$ cat config.mk
export PLATFORM = sky130hd
export DESIGN_NAME = shift_launch_seq
export DESIGN_NICKNAME = d
export VERILOG_FILES = /design/src/rtl/shift_launch_pkg.sv /design/src/rtl/shift_launch_cell.sv /design/src/rtl/shift_launch_cut.sv /design/src/rtl/shift_launch_ctrl.sv /design/src/rtl/shift_launch_cmp.sv /design/src/rtl/shift_launch_seq.sv
export SDC_FILE = /design/constraint.sdc
export NUM_CORES = 1
export LEC_CHECK = 0
export BUFFER_PORTS_ARGS = -buffer_cell sky130_fd_sc_hd__clkbuf_2
export CORE_ASPECT_RATIO = 1.1
export CORE_MARGIN = 2
export CORE_UTILIZATION = 55
export DETAILED_ROUTE_END_ITERATION = 16
export PLACE_DENSITY = 0.76
export SYNTH_ARGS = -nofsm -noshare
export SYNTH_HDL_FRONTEND = slang
export SYNTH_SLANG_ARGS = --single-unit
$ cat constraint.sdc
create_clock -name clk -period 1.7 [get_ports clk]
set_clock_uncertainty 0.1 [all_clocks]
set_input_delay 0.51 -clock clk [delete_from_list [all_inputs] [get_ports clk]]
set_output_delay 0.51 -clock clk [all_outputs]
set_load 0.1 [all_outputs]
$ cat src/rtl/shift_launch_pkg.sv
package shift_launch_pkg;

   typedef enum logic [2:0] {
      ST_IDLE  = 3'd0,
      ST_SHIFT = 3'd1,
      ST_CAPT  = 3'd2,
      ST_UNLD  = 3'd3,
      ST_RPT   = 3'd4
   } seq_state_t;

   function automatic int unsigned cnt_width(input int unsigned n);
      return (n < 2) ? 1 : $clog2(n + 1);
   endfunction

endpackage

$ cat src/rtl/shift_launch_cell.sv
module shift_launch_cell (
   input  logic clk,
   input  logic rst_n,
   input  logic shift_en,
   input  logic cap_en,
   input  logic si,
   input  logic d,
   output logic q
);

   always_ff @(posedge clk or negedge rst_n) begin
      if (!rst_n)        q <= 1'b0;
      else if (shift_en) q <= si;
      else if (cap_en)   q <= d;
   end

   AST_SHIFT_TAKES_SI: assert property (@(posedge clk) disable iff (!rst_n)
      shift_en |=> (q == $past(si)));

   AST_HOLD_WHEN_IDLE: assert property (@(posedge clk) disable iff (!rst_n)
      (!shift_en && !cap_en) |=> $stable(q));

endmodule

$ cat src/rtl/shift_launch_cut.sv
module shift_launch_cut #(
   parameter int unsigned CHAIN_LEN = 8,
   parameter int unsigned CUT_KIND  = 0
) (
   input  logic [CHAIN_LEN-1:0] v,
   output logic [CHAIN_LEN-1:0] r
);

   if (CUT_KIND > 1) begin : g_bad_kind
      $error("shift_launch_cut: CUT_KIND must be 0 or 1");
   end

   for (genvar k = 0; k < CHAIN_LEN; k++) begin : g_bit
      localparam int unsigned K1 = (k + 1) % CHAIN_LEN;
      localparam int unsigned K2 = (k + 2) % CHAIN_LEN;
      if (CUT_KIND == 0) begin : g_andmix
         assign r[k] = v[k] ^ (v[K1] & ~v[K2]);
      end else begin : g_xor3
         assign r[k] = v[k] ^ v[K1] ^ v[K2];
      end
   end

endmodule

$ cat src/rtl/shift_launch_ctrl.sv
module shift_launch_ctrl
   import shift_launch_pkg::*;
#(
   parameter int unsigned CHAIN_LEN = 8
) (
   input  logic clk,
   input  logic rst_n,
   input  logic start_i,
   output logic shift_en,
   output logic cap_en,
   output logic cmp_en,
   output logic load_exp,
   output logic report
);

   localparam int unsigned CW = cnt_width(CHAIN_LEN);
   localparam logic [CW-1:0] LAST_SHIFT  = CW'(CHAIN_LEN);
   localparam logic [CW-1:0] LAST_UNLOAD = CW'(CHAIN_LEN - 1);

   seq_state_t      state_q, state_d;
   logic [CW-1:0]   cnt_q, cnt_d;

   always_comb begin
      state_d = state_q;
      cnt_d   = cnt_q;
      unique case (state_q)
         ST_IDLE: begin
            cnt_d = '0;
            if (start_i) state_d = ST_SHIFT;
         end
         ST_SHIFT: begin
            if (cnt_q == LAST_SHIFT) begin
               state_d = ST_CAPT;
               cnt_d   = '0;
            end else begin
               cnt_d = cnt_q + 1'b1;
            end
         end
         ST_CAPT: begin
            state_d = ST_UNLD;
            cnt_d   = '0;
         end
         ST_UNLD: begin
            if (cnt_q == LAST_UNLOAD) begin
               state_d = ST_RPT;
               cnt_d   = '0;
            end else begin
               cnt_d = cnt_q + 1'b1;
            end
         end
         ST_RPT:  state_d = ST_IDLE;
         default: state_d = ST_IDLE;
      endcase
   end

   always_ff @(posedge clk or negedge rst_n) begin
      if (!rst_n) begin
         state_q <= ST_IDLE;
         cnt_q   <= '0;
      end else begin
         state_q <= state_d;
         cnt_q   <= cnt_d;
      end
   end

   assign shift_en = (state_q == ST_SHIFT) || (state_q == ST_UNLD);
   assign cap_en   = (state_q == ST_CAPT);
   assign cmp_en   = (state_q == ST_UNLD);
   assign report   = (state_q == ST_RPT);
   assign load_exp = (state_q == ST_IDLE) && start_i;

   AST_CAPTURE_AFTER_LAUNCH: assert property (@(posedge clk) disable iff (!rst_n)
      cap_en |-> $past(shift_en));

   AST_UNLOAD_AFTER_CAPTURE: assert property (@(posedge clk) disable iff (!rst_n)
      cap_en |=> (shift_en && cmp_en));

   AST_DONE_SINGLE: assert property (@(posedge clk) disable iff (!rst_n)
      report |=> !report);

   AST_BUSY_START_IGNORED: assert property (@(posedge clk) disable iff (!rst_n)
      (start_i && (shift_en || cap_en)) |=> (state_q != ST_IDLE));

endmodule

$ cat src/rtl/shift_launch_cmp.sv
module shift_launch_cmp #(
   parameter int unsigned CHAIN_LEN = 8
) (
   input  logic                 clk,
   input  logic                 rst_n,
   input  logic                 load_exp,
   input  logic [CHAIN_LEN-1:0] exp_resp,
   input  logic                 cmp_en,
   input  logic                 so,
   output logic                 err
);

   logic [CHAIN_LEN-1:0] exp_q;

   always_ff @(posedge clk or negedge rst_n) begin
      if (!rst_n) begin
         exp_q <= '0;
         err   <= 1'b0;
      end else if (load_exp) begin
         exp_q <= exp_resp;
         err   <= 1'b0;
      end else if (cmp_en) begin
         exp_q <= {exp_q[CHAIN_LEN-2:0], 1'b0};
         err   <= err | (so ^ exp_q[CHAIN_LEN-1]);
      end
   end

   AST_ERR_STICKY: assert property (@(posedge clk) disable iff (!rst_n)
      (err && !load_exp) |=> err);

   AST_ERR_CLEARS_ON_LOAD: assert property (@(posedge clk) disable iff (!rst_n)
      load_exp |=> !err);

endmodule

$ cat src/rtl/shift_launch_seq.sv
module shift_launch_seq #(
   parameter int unsigned CHAIN_LEN = 8,
   parameter int unsigned CUT_KIND  = 0
) (
   input  logic                 clk,
   input  logic                 rst_n,
   input  logic                 start_i,
   input  logic                 scan_in_i,
   input  logic [CHAIN_LEN-1:0] exp_resp_i,
   output logic                 scan_en_o,
   output logic                 scan_out_o,
   output logic                 pass_o,
   output logic                 done_o
);

   localparam int unsigned MSB = CHAIN_LEN - 1;

   if (CHAIN_LEN < 3) begin : g_bad_len
      $error("shift_launch_seq: CHAIN_LEN must be at least 3");
   end

   logic                 shift_en, cap_en, cmp_en, load_exp, report, err;
   logic [CHAIN_LEN-1:0] chain_q;
   logic [CHAIN_LEN-1:0] resp;

   shift_launch_ctrl #(.CHAIN_LEN(CHAIN_LEN)) u_ctrl (
      .clk      (clk),
      .rst_n    (rst_n),
      .start_i  (start_i),
      .shift_en (shift_en),
      .cap_en   (cap_en),
      .cmp_en   (cmp_en),
      .load_exp (load_exp),
      .report   (report)
   );

   shift_launch_cut #(.CHAIN_LEN(CHAIN_LEN), .CUT_KIND(CUT_KIND)) u_cut (
      .v (chain_q),
      .r (resp)
   );

   for (genvar k = 0; k < CHAIN_LEN; k++) begin : g_cell
      logic si;
      if (k == 0) begin : g_head
         assign si = scan_in_i;
      end else begin : g_body
         assign si = chain_q[k-1];
      end
      shift_launch_cell u_cell (
         .clk      (clk),
         .rst_n    (rst_n),
         .shift_en (shift_en),
         .cap_en   (cap_en),
         .si       (si),
         .d        (resp[k]),
         .q        (chain_q[k])
      );
   end

   shift_launch_cmp #(.CHAIN_LEN(CHAIN_LEN)) u_cmp (
      .clk      (clk),
      .rst_n    (rst_n),
      .load_exp (load_exp),
      .exp_resp (exp_resp_i),
      .cmp_en   (cmp_en),
      .so       (chain_q[MSB]),
      .err      (err)
   );

   assign scan_en_o  = shift_en;
   assign scan_out_o = chain_q[MSB];
   assign done_o     = report;
   assign pass_o     = report & ~err;

   AST_PASS_NEEDS_DONE: assert property (@(posedge clk) disable iff (!rst_n)
      pass_o |-> done_o);

   AST_SE_LOW_AT_CAPTURE: assert property (@(posedge clk) disable iff (!rst_n)
      cap_en |-> !scan_en_o);

endmodule

==> metrics.md <==
| Metric | Value |
|---|---|
| Area Overhead vs Synth | 30.41% |
| CTS tree | done |
| Global-route wire length before repair | a little over 5000 um |
| All-layer global routing usage | between 20% and 30% |
| Fillcell total | roughly 170 |
| Final hold viol count | 0 |
| Maximum VDD drop | ~1.3 mV |
| CTS root buf | clkbuf_4 |
| Detailed Routing Iterations Pass 1 | 4 |
| Worst setup path category | flop to primary output |
| Diodes inserted | 0 |
| Post-synthesis compound-gate area fraction | between 20% and 30% |
| Crit path DAT | about 1400 ps |
| Final Max Tran Viols | 0 |
| Mux share of post-synthesis cell area | under 10% |
| H-tree depth | 1 |
| CP Max Fanout | 2 |
| Vias | roughly 1,100 |
| Top-Level Pins | 16 |
| Pin count of the biggest net entering global routing | 25 |
| Routed wire per std cell | around 16 um |
| GRT overflow | 0 |
| Hold_ws | 67.38 ps |
| Critical path launch point type | flop |
| Nets@finish | between 150 and 200 |
| CTS buffer count | 3 |
| Clock buffer depth | 2 |
| DP HPWL | around 2000 um |
| Final min period | roughly 2000 ps |
| Max Cap Viol | 0 |
| Post-CTS Hold Buffers | 0 |
| #FFs+latches synth | 24 |
| Failing checks | negative setup slack |
| Total wire length | about 2900 um |
| Vias per cell | approximately 6 |
| Share of the yosys chip area belonging to registers | between 40% and 50% |
| Worst-skew pair later-pin latency | ~320 ps |
| Average size of a mapped cell | approximately 10 um^2 |
| Synth Area in Simple Gates | 17.73% |
| Run status | finished, violations left |
| Async SR Flop Fraction | 100.0% |
| P per Cell Area | 2016 nW/um^2 |
| Pwr Total | about 3.4 mW |
| Full die area | roughly 2800 um^2 |
| Final Cycle Share | 115.4% |
| # DRC | 0 |
| Total of warnings raised by yosys | 0 |
| PortBufs | 15 |
| Die Y | 55.24 um |
| Total core area | ~2300 um^2 |
| Worst hold path class | primary input to async pin |
| Endpoints failing setup | 3 |
| Initial Util | slightly below 60% |
| FMAX | roughly 510 MHz |
| Mapped Nets | 140 |
| Initial DRC Count | 18 |
| Post-synth EDFFs | 0 |
| Final setup margin | -262.3 ps |
| Xor and xnor area share after synthesis | 0.6673% |
| CP required | ~1100 ps |
| Lkg Pwr | 0.7920 nW |
| Clock-pin slew on the worst setup and hold paths | around 130 ps |
| Delay-heaviest family, CP | flip-flops |
| Worst-path cell chain | nor3b_4 > nor2b_4 > buf_12 |
| Ys flop type | dfrtp_1 |
| Crit end category | primary output |
| Worst reg-to-reg setup slack | around 10 ps |
| Max stage delay on crit path | ~460 ps |
| Slowest cell on the critical path | dfrtp_2 |
| Slew margin rel. | about three fifths |
| Initial antenna violation count | 0 |
| Adder-cell share of the synthesized area | under 10% |
| Vias in the first global route | between 1,000 and 1,500 |
| WP buf/inv | 1 |
| Distinct cells, synth | 42 |
| Worst-margin pin slew | around 610 ps |
| Site row count | 18 |
| Largest family of logic cells by synthesized area | compound AO/OA/AOI/OAI gates |
| Gate Count Post-Synth | ~130 |
| Final Wtd Congestion | 0.8231 |
| Cell Area, Synth | 1313 um^2 |
| Total clock sinks | 24 |
| Layout cells sized above 1 | a little over a third |
| Unrepaired setup endpoints after global routing | true |
| Antenna-violating nets left | 0 |
| Die width | about 51 um |
-- final timing paths --
check | startpoint | to | depth (start not counted)
worst max register to register | u_ctrl.state_q[0] | g_cell[1].u_cell.q | 7
min in group clk | exp_resp_i[3] | u_cmp.exp_q[3] | 3
max in group asynchronous | rst_n | u_ctrl.state_q[0] | 1
worst min-delay path | rst_n | u_ctrl.cnt_q[2] | 1
worst max-delay path | u_ctrl.state_q[1] | pass_o | 3
worst min register to register | u_cmp.exp_q[1] | u_cmp.exp_q[1] | 1
-- what timing repair did --
item / CTS / global route
gates resized for setup: 4 / 5
endpoints found under the setup margin: 3 / 9
pin swaps: 3 / 0
setup buffers: 6 / 0
-- layout make-up --
class | instances | area [um^2] | area share (%)
Multi-Input combinational cell | 86 | 686.9 | 40.13
Sequential cell | 24 | 604.3 | 35.31
Clock buffer | 3 | 22.52 | 1.316
Timing Repair Buffer | 34 | 297.8 | 17.40
Inverter | 8 | 32.53 | 1.901
Tap cell | 30 | 37.54 | 2.193
Clock inverter | 1 | 30.03 | 1.754
-- synth_stat cells, types with 2 or more instances --
library cell  instances  share of area [%]
a21o_1                5                2.9
a21oi_1               7                2.7
a22o_1                8                5.3
a32oi_1               4                2.7
and3b_1               2                1.3
buf_2                 5                1.9
clkbuf_1              2               0.57
dfrtp_1              24                 46
ha_1                  2                1.9
inv_1                 7                2.0
mux2i_1               2                1.5
nand2_1               4                1.1
nand2b_1              4                1.9
nand3_1               2               0.76
nand4_1               2               0.95
nor2_1                3               0.86
nor2b_1               6                2.9
o21ai_0               3                1.1
o21ba_2               4                3.1
o21bai_1              2                1.1
o221a_2               2                1.7
o22a_1                5                3.3
or4_1                 2                1.1
-- logic make-up after synthesis --
family	after synthesis
buffers and inverters	16
adders and majority gates	2
AOI/OAI and AO/OA	46
DFF	24
xor gates and xnor gates	1
and+or+nand+nor	35
muxes	2
-- state kept, by name, indices dropped and copies added, names as in the netlist --
signal           count
g_cell.u_cell.q      8
u_cmp.exp_q          8
u_ctrl.cnt_q         4
u_ctrl.state_q       3
u_cmp.err            1
-- metal layers --
layer	vias to the layer above	GRT usage (%)	wire (um)
li1	530	-	-
met1	557	29.29	1231
met2	29	41.73	1551
met3	9	3.243	102
met4	0	8.494	46
met5	-	0	0
-- through the flow --
stage / cell area, um^2 / setup slack, ps / TNS, ps / cells / util (%)
2_1_floorplan: 1345 / -1011 / -1324 / 126 / -
6_report: 1712 / -262.3 / -672.7 / 186 / 76.00
4_1_cts: 1690 / -268.3 / -674.9 / 186 / 75.06
3_5_place_dp: 1582 / 60.91 / 0 / 176 / 70.22
5_1_grt: 1712 / -311.6 / -865.7 / 186 / 76.00
3_3_place_gp: 1582 / 68.10 / 0 / 176 / 70.22
-- report_power, final --
group | switching (mW) | internal (mW)
sequential | 0.283 | 0.844
clock | 0.182 | 0.239
combinational | 0.915 | 0.988
total | 1.38 | 2.07
-- layout by cell type, fill, tap and decap left out, types with 2 or more instances in the layout --
| master | n |
|---|---|
| nor2_1 | 3 |
| dfrtp_2 | 3 |
| mux2i_1 | 2 |
| o22a_1 | 5 |
| nand3_1 | 2 |
| buf_4 | 16 |
| buf_6 | 2 |
| nand2_1 | 4 |
| o21ai_0 | 3 |
| a32oi_1 | 4 |
| a22o_1 | 8 |
| ha_1 | 2 |
| inv_1 | 7 |
| clkbuf_2 | 11 |
| nand4_1 | 2 |
| nor2b_1 | 5 |
| a21oi_1 | 7 |
| nand2b_1 | 4 |
| clkbuf_4 | 3 |
| a21o_1 | 5 |
| o21ba_2 | 4 |
| dfrtp_1 | 21 |
| buf_12 | 5 |
Note: power is estimated with default switching activity, not from simulation.
